==> config.mk <==
export PLATFORM = sky130hd
export DESIGN_NAME = ddr_itest_seq
export DESIGN_NICKNAME = d
export VERILOG_FILES = /design/src/rtl/itest_pkg.sv /design/src/rtl/itest_gap_timer.sv /design/src/rtl/itest_addr_gen.sv /design/src/rtl/ddr_itest_seq.sv
export SDC_FILE = /design/constraint.sdc
export NUM_CORES = 1
export LEC_CHECK = 0
export CELL_PAD_IN_SITES_DETAIL_PLACEMENT = 1
export CELL_PAD_IN_SITES_GLOBAL_PLACEMENT = 2
export CORE_UTILIZATION = 29
export CTS_CLUSTER_SIZE = 25
export DETAILED_ROUTE_END_ITERATION = 10
export PLACE_DENSITY_LB_ADDON = 0.1
export RECOVER_POWER = 100
export SKIP_CTS_REPAIR_TIMING = 1
export SYNTH_ARGS = -nofsm -noshare
export SYNTH_HDL_FRONTEND = slang
export SYNTH_SLANG_ARGS = --single-unit
==> constraint.sdc <==
create_clock -name clk -period 4.5 [get_ports clk]
set_clock_uncertainty 0.1 [all_clocks]
set_input_delay 0.45 -clock clk [delete_from_list [all_inputs] [get_ports clk]]
set_output_delay 0.45 -clock clk [all_outputs]
set_load 0.01 [all_outputs]
==> src/rtl/itest_pkg.sv <==
`timescale 1ns/1ps
package itest_pkg;
  typedef enum logic [2:0] {
    CMD_NOP  = 3'd0,
    CMD_ACT  = 3'd1,
    CMD_PRE  = 3'd2,
    CMD_PREA = 3'd3,
    CMD_RD   = 3'd4,
    CMD_RDA  = 3'd5,
    CMD_WR   = 3'd6,
    CMD_REF  = 3'd7
  } itest_cmd_e;

  typedef enum logic [1:0] {PH_IDLE, PH_CLOSE, PH_SETUP, PH_LOOP} itest_phase_e;

  localparam int MODE_W = 4;

  localparam logic [MODE_W-1:0] MD_ACT_PRE    = 4'd0;
  localparam logic [MODE_W-1:0] MD_ACT_RD_PRE = 4'd1;
  localparam logic [MODE_W-1:0] MD_PRE_STBY   = 4'd2;
  localparam logic [MODE_W-1:0] MD_ACT_STBY   = 4'd3;
  localparam logic [MODE_W-1:0] MD_PRE_PDN    = 4'd4;
  localparam logic [MODE_W-1:0] MD_ACT_PDN    = 4'd5;
  localparam logic [MODE_W-1:0] MD_BURST_RD   = 4'd6;
  localparam logic [MODE_W-1:0] MD_BURST_WR   = 4'd7;
  localparam logic [MODE_W-1:0] MD_REFRESH    = 4'd8;
  localparam logic [MODE_W-1:0] MD_ACT_RDA    = 4'd9;

  function automatic logic opens_all(input logic [MODE_W-1:0] m);
    return (m == MD_ACT_STBY) || (m == MD_ACT_PDN) ||
           (m == MD_BURST_RD) || (m == MD_BURST_WR);
  endfunction

  function automatic logic is_pdn(input logic [MODE_W-1:0] m);
    return (m == MD_PRE_PDN) || (m == MD_ACT_PDN);
  endfunction
endpackage

==> src/rtl/itest_gap_timer.sv <==
`timescale 1ns/1ps
module itest_gap_timer #(
  parameter int TW = 8
) (
  input  logic          clk,
  input  logic          rst,
  input  logic          load,
  input  logic [TW-1:0] gap,
  output logic          ready
);
  logic [TW-1:0] cnt_q;

  always_ff @(posedge clk) begin
    if (rst)              cnt_q <= '0;
    else if (load)        cnt_q <= gap - 1'b1;
    else if (cnt_q != '0) cnt_q <= cnt_q - 1'b1;
  end

  assign ready = (cnt_q == '0);
endmodule

==> src/rtl/itest_addr_gen.sv <==
`timescale 1ns/1ps
module itest_addr_gen #(
  parameter int BANKS    = 8,
  parameter int BANK_W   = 3,
  parameter int COL_W    = 10,
  parameter int COL_STEP = 8
) (
  input  logic              clk,
  input  logic              rst,
  input  logic              clr,
  input  logic              adv_bank,
  input  logic              col_en,
  input  logic              flip,
  output logic [BANK_W-1:0] bank,
  output logic [COL_W-1:0]  col,
  output logic              phase
);
  localparam logic [BANK_W-1:0] LAST_BANK = BANK_W'(BANKS - 1);
  localparam logic [COL_W-1:0]  COL_INC   = COL_W'(COL_STEP);

  always_ff @(posedge clk) begin
    if (rst || clr) begin
      bank  <= '0;
      col   <= '0;
      phase <= 1'b0;
    end else begin
      if (adv_bank) begin
        if (bank == LAST_BANK) begin
          bank <= '0;
          if (col_en) col <= col + COL_INC;
        end else begin
          bank <= bank + 1'b1;
        end
      end
      if (flip) phase <= ~phase;
    end
  end
endmodule

==> src/rtl/ddr_itest_seq.sv <==
`timescale 1ns/1ps
module ddr_itest_seq import itest_pkg::*; #(
  parameter int TW        = 8,
  parameter int BANKS     = 8,
  parameter int BANK_W    = $clog2(BANKS),
  parameter int ROW_W     = 14,
  parameter int COL_W     = 10,
  parameter int DATA_W    = 16,
  parameter int ITER_W    = 16,
  parameter int BURST_GAP = 4,
  parameter int COL_STEP  = 8,
  parameter logic [ROW_W-1:0] TEST_ROW = 'h0A5
) (
  input  logic              clk,
  input  logic              rst,
  input  logic              run_i,
  input  logic [MODE_W-1:0] mode_i,
  input  logic [TW-1:0]     t_ras_i,
  input  logic [TW-1:0]     t_rp_i,
  input  logic [TW-1:0]     t_rcd_i,
  input  logic [TW-1:0]     t_rfc_i,
  input  logic [TW-1:0]     t_rrd_i,
  output logic [2:0]        cmd_o,
  output logic [BANK_W-1:0] bank_o,
  output logic [ROW_W-1:0]  row_o,
  output logic [COL_W-1:0]  col_o,
  output logic [DATA_W-1:0] wdata_o,
  output logic              cke_o,
  output logic [ITER_W-1:0] iter_o
);
  localparam logic [TW-1:0]     ONE       = TW'(1);
  localparam logic [TW-1:0]     BGAP      = TW'(BURST_GAP);
  localparam logic [BANK_W-1:0] LAST_BANK = BANK_W'(BANKS - 1);
  localparam logic [DATA_W-1:0] PAT_HI    = {(DATA_W/8){8'h33}};

  // timing values with zero treated as one
  logic [TW-1:0] ras_e, rp_e, rcd_e, rfc_e, rrd_e, rd_gap, rda_gap;
  assign ras_e   = (t_ras_i == '0) ? ONE : t_ras_i;
  assign rp_e    = (t_rp_i  == '0) ? ONE : t_rp_i;
  assign rcd_e   = (t_rcd_i == '0) ? ONE : t_rcd_i;
  assign rfc_e   = (t_rfc_i == '0) ? ONE : t_rfc_i;
  assign rrd_e   = (t_rrd_i == '0) ? ONE : t_rrd_i;
  assign rd_gap  = (ras_e > rcd_e) ? (ras_e - rcd_e) : ONE;
  assign rda_gap = (rrd_e > rcd_e) ? (rrd_e - rcd_e) : ONE;

  itest_phase_e      ph_q, ph_n;
  logic [1:0]        step_q, step_n;
  logic [MODE_W-1:0] mode_q, mode_n;
  logic [ITER_W-1:0] iter_n;

  logic              go, load, clr, adv, col_en, flip, last;
  logic [TW-1:0]     gap;
  logic [BANK_W-1:0] ag_bank;
  logic [COL_W-1:0]  ag_col;
  logic              ag_phase;

  itest_cmd_e        n_cmd;
  logic [BANK_W-1:0] n_bank;
  logic [ROW_W-1:0]  n_row;
  logic [COL_W-1:0]  n_col;
  logic [DATA_W-1:0] n_wd;
  logic              n_cke;

  itest_gap_timer #(.TW(TW)) timer_i (
    .clk(clk), .rst(rst), .load(load), .gap(gap), .ready(go)
  );

  itest_addr_gen #(
    .BANKS(BANKS), .BANK_W(BANK_W), .COL_W(COL_W), .COL_STEP(COL_STEP)
  ) addr_i (
    .clk(clk), .rst(rst), .clr(clr), .adv_bank(adv), .col_en(col_en),
    .flip(flip), .bank(ag_bank), .col(ag_col), .phase(ag_phase)
  );

  always_comb begin
    n_cmd  = CMD_NOP;
    n_bank = '0;
    n_row  = '0;
    n_col  = '0;
    n_wd   = '0;
    n_cke  = 1'b1;
    load   = 1'b0;
    gap    = ONE;
    clr    = 1'b0;
    adv    = 1'b0;
    col_en = 1'b0;
    flip   = 1'b0;
    last   = 1'b0;
    ph_n   = ph_q;
    step_n = step_q;
    mode_n = mode_q;
    iter_n = iter_o;
    if (go) begin
      case (ph_q)
        PH_IDLE: begin
          if (run_i) begin
            ph_n   = PH_CLOSE;
            iter_n = '0;
          end
        end
        PH_CLOSE: begin
          n_cmd  = CMD_PREA;
          load   = 1'b1;
          gap    = rp_e;
          clr    = 1'b1;
          step_n = 2'd0;
          if (!run_i) begin
            ph_n = PH_IDLE;
          end else begin
            mode_n = mode_i;
            ph_n   = opens_all(mode_i) ? PH_SETUP : PH_LOOP;
          end
        end
        PH_SETUP: begin
          n_cmd  = CMD_ACT;
          n_bank = ag_bank;
          n_row  = TEST_ROW;
          load   = 1'b1;
          adv    = 1'b1;
          gap    = (ag_bank == LAST_BANK) ? rcd_e : rrd_e;
          if (ag_bank == LAST_BANK) ph_n = PH_LOOP;
        end
        default: begin
          load = 1'b1;
          case (mode_q)
            MD_ACT_PRE: begin
              if (step_q == 2'd0) begin
                n_cmd  = CMD_ACT;
                n_row  = TEST_ROW;
                gap    = ras_e;
                step_n = 2'd1;
              end else begin
                n_cmd = CMD_PRE;
                gap   = rp_e;
                last  = 1'b1;
              end
            end
            MD_ACT_RD_PRE: begin
              if (step_q == 2'd0) begin
                n_cmd  = CMD_ACT;
                n_row  = TEST_ROW;
                gap    = rcd_e;
                step_n = 2'd1;
              end else if (step_q == 2'd1) begin
                n_cmd  = CMD_RD;
                gap    = rd_gap;
                step_n = 2'd2;
              end else begin
                n_cmd = CMD_PRE;
                gap   = rp_e;
                last  = 1'b1;
              end
            end
            MD_BURST_RD, MD_BURST_WR: begin
              n_cmd  = (mode_q == MD_BURST_WR) ? CMD_WR : CMD_RD;
              n_bank = ag_bank;
              n_col  = ag_col;
              n_wd   = ((mode_q == MD_BURST_WR) && ag_phase) ? PAT_HI : '0;
              flip   = (mode_q == MD_BURST_WR);
              gap    = BGAP;
              adv    = 1'b1;
              col_en = 1'b1;
              last   = 1'b1;
            end
            MD_REFRESH: begin
              n_cmd = CMD_REF;
              gap   = rfc_e;
              last  = 1'b1;
            end
            MD_ACT_RDA: begin
              n_bank = ag_bank;
              if (step_q == 2'd0) begin
                n_cmd  = CMD_ACT;
                n_row  = TEST_ROW;
                gap    = rcd_e;
                step_n = 2'd1;
              end else begin
                n_cmd = CMD_RDA;
                gap   = rda_gap;
                adv   = 1'b1;
                last  = 1'b1;
              end
            end
            default: begin
              n_cke = ~is_pdn(mode_q);
              last  = 1'b1;
            end
          endcase
          if (last) begin
            iter_n = iter_o + 1'b1;
            step_n = 2'd0;
            if (!run_i || (mode_i != mode_q)) ph_n = PH_CLOSE;
          end
        end
      endcase
    end
  end

  always_ff @(posedge clk) begin
    if (rst) begin
      ph_q    <= PH_IDLE;
      step_q  <= 2'd0;
      mode_q  <= '0;
      iter_o  <= '0;
      cmd_o   <= CMD_NOP;
      bank_o  <= '0;
      row_o   <= '0;
      col_o   <= '0;
      wdata_o <= '0;
      cke_o   <= 1'b1;
    end else begin
      ph_q    <= ph_n;
      step_q  <= step_n;
      mode_q  <= mode_n;
      iter_o  <= iter_n;
      cmd_o   <= n_cmd;
      bank_o  <= n_bank;
      row_o   <= n_row;
      col_o   <= n_col;
      wdata_o <= n_wd;
      cke_o   <= n_cke;
    end
  end
endmodule

==> results.txt <==
In this run the mean area of a mapped cell was roughly 7.9 sq um. The total number of clock tree sinks is 59. The source-to-sink clock delay at the later pin of the worst-skew pair is about 340 ps.

For this run, the register share of the synthesized area comes to 0.255. Setup total negative slack on the finished layout was measured at 0 ps. The worst-case reg-to-reg path depth is 9. The critical path ends at timer_i.cnt_q[7]$_SDFFE_PP0P_. The final critical delay including setup and external delays came out at ~4300 ps. The fraction of synthesis flops using an asynchronous set or reset pin came out at 0. The worst-path maximum fanout came out at 3. The cell row count is 45. The number of top-level pins is between 100 and 150. The run finished with clean final reports. The clock-pin slew reported for the worst setup and hold paths after clock tree synthesis is approximately 60 ps.

The internal power is 0.00133 W. The number of pins with negative max-slew slack in the final report is 0. The netlist area before placement came out at 0.00464 sq mm. The final period utilization is 0.958.

The initial antenna violation count came to 0. Yosys mapped a number of flops with a built-in enable equal to 0. The maximum number of pins on one net before global-route repair came out at 20. In the synthesized netlist the dominant register cell turns out to be dfxtp_1. Total power for the finished layout comes to just over 0.002 W.

CTS placed an instance of clkbuf_16 at the clock tree root. The number of placed instances with taps included came out at 870. The diode insertion count for antenna repair came out at 0. The startpoint type of the worst setup path is an input port. The highest layer touched by signal routing is met4. The most critical setup path has its startpoint at t_rcd_i[4].

The relative contribution of the clock network to total power is 0.373. The maximum vdd drop came out at 0.000190 V. Timing analysis after detailed placement gives a worst setup slack of -116 ps. The delay contributed by the slowest stage of the critical path is 580 ps. The library cells used most frequently in the layout, excluding fill and tap cells, are dfxtp_1 (59), nor2_1 (57), clkdlybuf4s50_1 (46), dlygate4sd3_1 (42), a21oi_1 (40).

The die height came out at 128 um. Relative to the synthesized area, the layout overhead comes to 30.1%. The total CTS buffers is 9. The core region is 0.0154 sq mm. The final wirelength is around 17 mm.

The port buffer count is 88. The arrival time of the worst setup path is roughly 4400 ps. The effective utilization at floorplan came out at 0.301. STA classifies the critical path endpoint as a flip-flop. The routability congestion estimate from global placement came out at 0.940. The H-tree was split into 3 levels.

Walking the worst path, the cells encountered are clkdlybuf4s50_1, nor4_1, buf_4, a41oi_1, inv_1, ha_1, fa_1, o31ai_2, a2111oi_1, nor3_2, a221oi_2, o21ai_2, or4b_4, o311ai_2, o41ai_2. The layout filler cell count came out at 1873. The maximum clock rate came out at 0.232 GHz.

In this run, distinct cell masters in the synthesized netlist total 78. Setup violations remaining at the end of the flow were counted as 0. The overall global routing resource usage came out at 0.210. The number of synthesis warnings came out at 0. The die span in x came out at 128 um. Setup repair after global routing left no endpoint under its margin.

The count of mapped cells out of synthesis came out at 587. Detailed routing placed a total of just over 700 um of wire on met3. For this design the static power due to leakage is 2.50 nW. The remaining antenna violation count after routing came out at 0. Leaving out fill and tap cells, the most frequent cell in the layout is dfxtp_1. The wire length of the first global-routing pass is 26.1 mm. After the first detailed-routing iteration, the DRC count stood at about 160. The relative max-transition margin is 0.339. The switching power as a share of total power came out at 0.345. The final net count is 743. The share of total power dissipated in combinational logic is 0.334. The sum of net half-perimeters after detailed placement came out at ~13 mm. The combined buffer and inverter count along the critical path is 3. The detailed-router iteration count before antenna repair is 4.

The slack of the worst reg-to-reg path came out at 750 ps. The launching point of the worst reg2reg path is timer_i.cnt_q[4]$_SDFFE_PP0P_. The net switching component of the power is 0.000702 W. After the flow finishes, the layout carries non-filler instances totaling between 800 and 900.

The worst setup path is of the in2reg kind. The startpoint identified for the worst hold timing path is addr_i.col[9]$_SDFFE_PP0P_. The total grt overflow came out at 0. The length of routed met2 wiring is 8.25 mm. The core occupancy in the finished layout is 0.391. The endpoint of the worst-slack reg-to-reg timing path is iter_o[13]$_SDFFE_PP0P_. The number of global-route vias before repair was 4742. The path class of the tightest hold or removal check is reg2reg.

After detailed routing, the average wire length per cell comes to 18.7 um. The final number of hold-violating endpoints is 0. The number of vias after detailed routing came out at 4503. The required time of the critical path came out at 4610 ps. The length of routed wiring on met1 came out at 7.18 mm. The power density of the placed cells is 337 mW/mm^2. The minimum setup slack in the final design came out at 191 ps. The share of total power in sequential cells is 0.293.

The largest delay contributor family on the critical path is compound AO/OA/AOI/OAI gates. On the critical path, the stage with the largest delay is an instance of or4b_4. The clock passes through at most 2 buffers. The number of synthesized register bits came out at 59. The post-detailed-route via-to-cell ratio is between 5 and 6. The die footprint came out at roughly 0.017 sq mm.

Across the run, the number of max-cap violations was 0. Of the cells placed in the final design, the portion with a size suffix greater than 1 is 0.0978. For the pin with the worst max-slew slack, the measured transition is ~990 ps.

The number of stages on the worst setup path came out at 15. The number of design rule violations left after detail routing came out at 0. The clock tree from TritonCTS is done.
power by group through the flow:
stage | logic (W) | registers (W) | clock network, W
after detailed placement | 0.000682 | 0.000606 | 0
after CTS | 0.000688 | 0.000596 | 0.000777
final | 0.000679 | 0.000596 | 0.000757
after floorplan | 0.000449 | 0.000589 | 0
after global routing | 0.000746 | 0.000600 | 0.000802
after global placement | 0.000669 | 0.000607 | 0
sequential cells by signal, indices dropped and copies added, names as in the netlist:
name,count
iter_o,16
addr_i.phase,1
col_o,7
addr_i.col,7
step_q,2
mode_q,4
ph_q,2
bank_o,3
wdata_o,1
row_o,1
addr_i.bank,3
timer_i.cnt_q,8
cke_o,1
cmd_o,3
how the worst min path moves through the flow:
| stage | endpoint | slack [ps] | cells after the start |
|---|---|---|---|
| floorplan | col_o[9]$_SDFF_PP0_ | 350 | 1 |
| global placement | col_o[9]$_SDFF_PP0_ | 370 | 1 |
| detailed placement | col_o[9]$_SDFF_PP0_ | 380 | 1 |
| CTS | col_o[9]$_SDFF_PP0_ | 390 | 1 |
| global route | col_o[9]$_SDFF_PP0_ | 420 | 1 |
| finish | col_o[9]$_SDFF_PP0_ | 390 | 1 |
logic make-up after synthesis:
kind of cell / Yosys count / synth area share
simple gates: 217 / 0.247
other cells: 1 / 0.000808
fa+ha+maj: 27 / 0.0755
compound gates: 134 / 0.201
mux: 22 / 0.0485
buf+inv: 90 / 0.101
xor+xnor: 37 / 0.0715
flops: 59 / 0.255
layer usage:
| layer | vias up | track usage |
|---|---|---|
| met1 | 2155 | 0.254 |
| met3 | 18 | 0.0349 |
| li1 | 2214 | - |
| met5 | - | 0 |
| met2 | 116 | 0.372 |
| met4 | 0 | 0.0789 |
through the flow:
| stage | hold slack [ps] | area, sq um |
|---|---|---|
| global route | 420 | 6030 |
| global placement | 365 | 5710 |
| floorplan | 350 | 4710 |
| detailed placement | 380 | 5710 |
| CTS | 394 | 6040 |
| finish | 391 | 6030 |
cell type report:
class	instances	area [sq um]	area share
multi-input cells	458	3060	0.508
flip-flops and latches	59	1180	0.196
repair buffers	120	1120	0.185
well taps	211	264	0.0437
clock buffers	9	225	0.0373
clock inverters	7	100	0.0166
inverters	22	82.6	0.0137
synth_stat cells (all sizes together) (6+ instances only):
cell	n	area share
mux2i	18	0.039
ha	24	0.065
dfxtp	59	0.25
and2	15	0.020
a211oi	8	0.014
nand4	6	0.0081
nor2b	9	0.012
clkbuf	29	0.023
o21ai	30	0.033
nor3	16	0.018
a21oi	40	0.043
nor4	10	0.013
nand2	39	0.032
xnor2	10	0.019
buf	39	0.060
nand2b	13	0.018
nand3	14	0.015
inv	22	0.018
nor2	58	0.049
a221oi	10	0.022
or3	7	0.0094
xor2	27	0.053
and3	6	0.0081
Power figures use the tool's default switching activity.
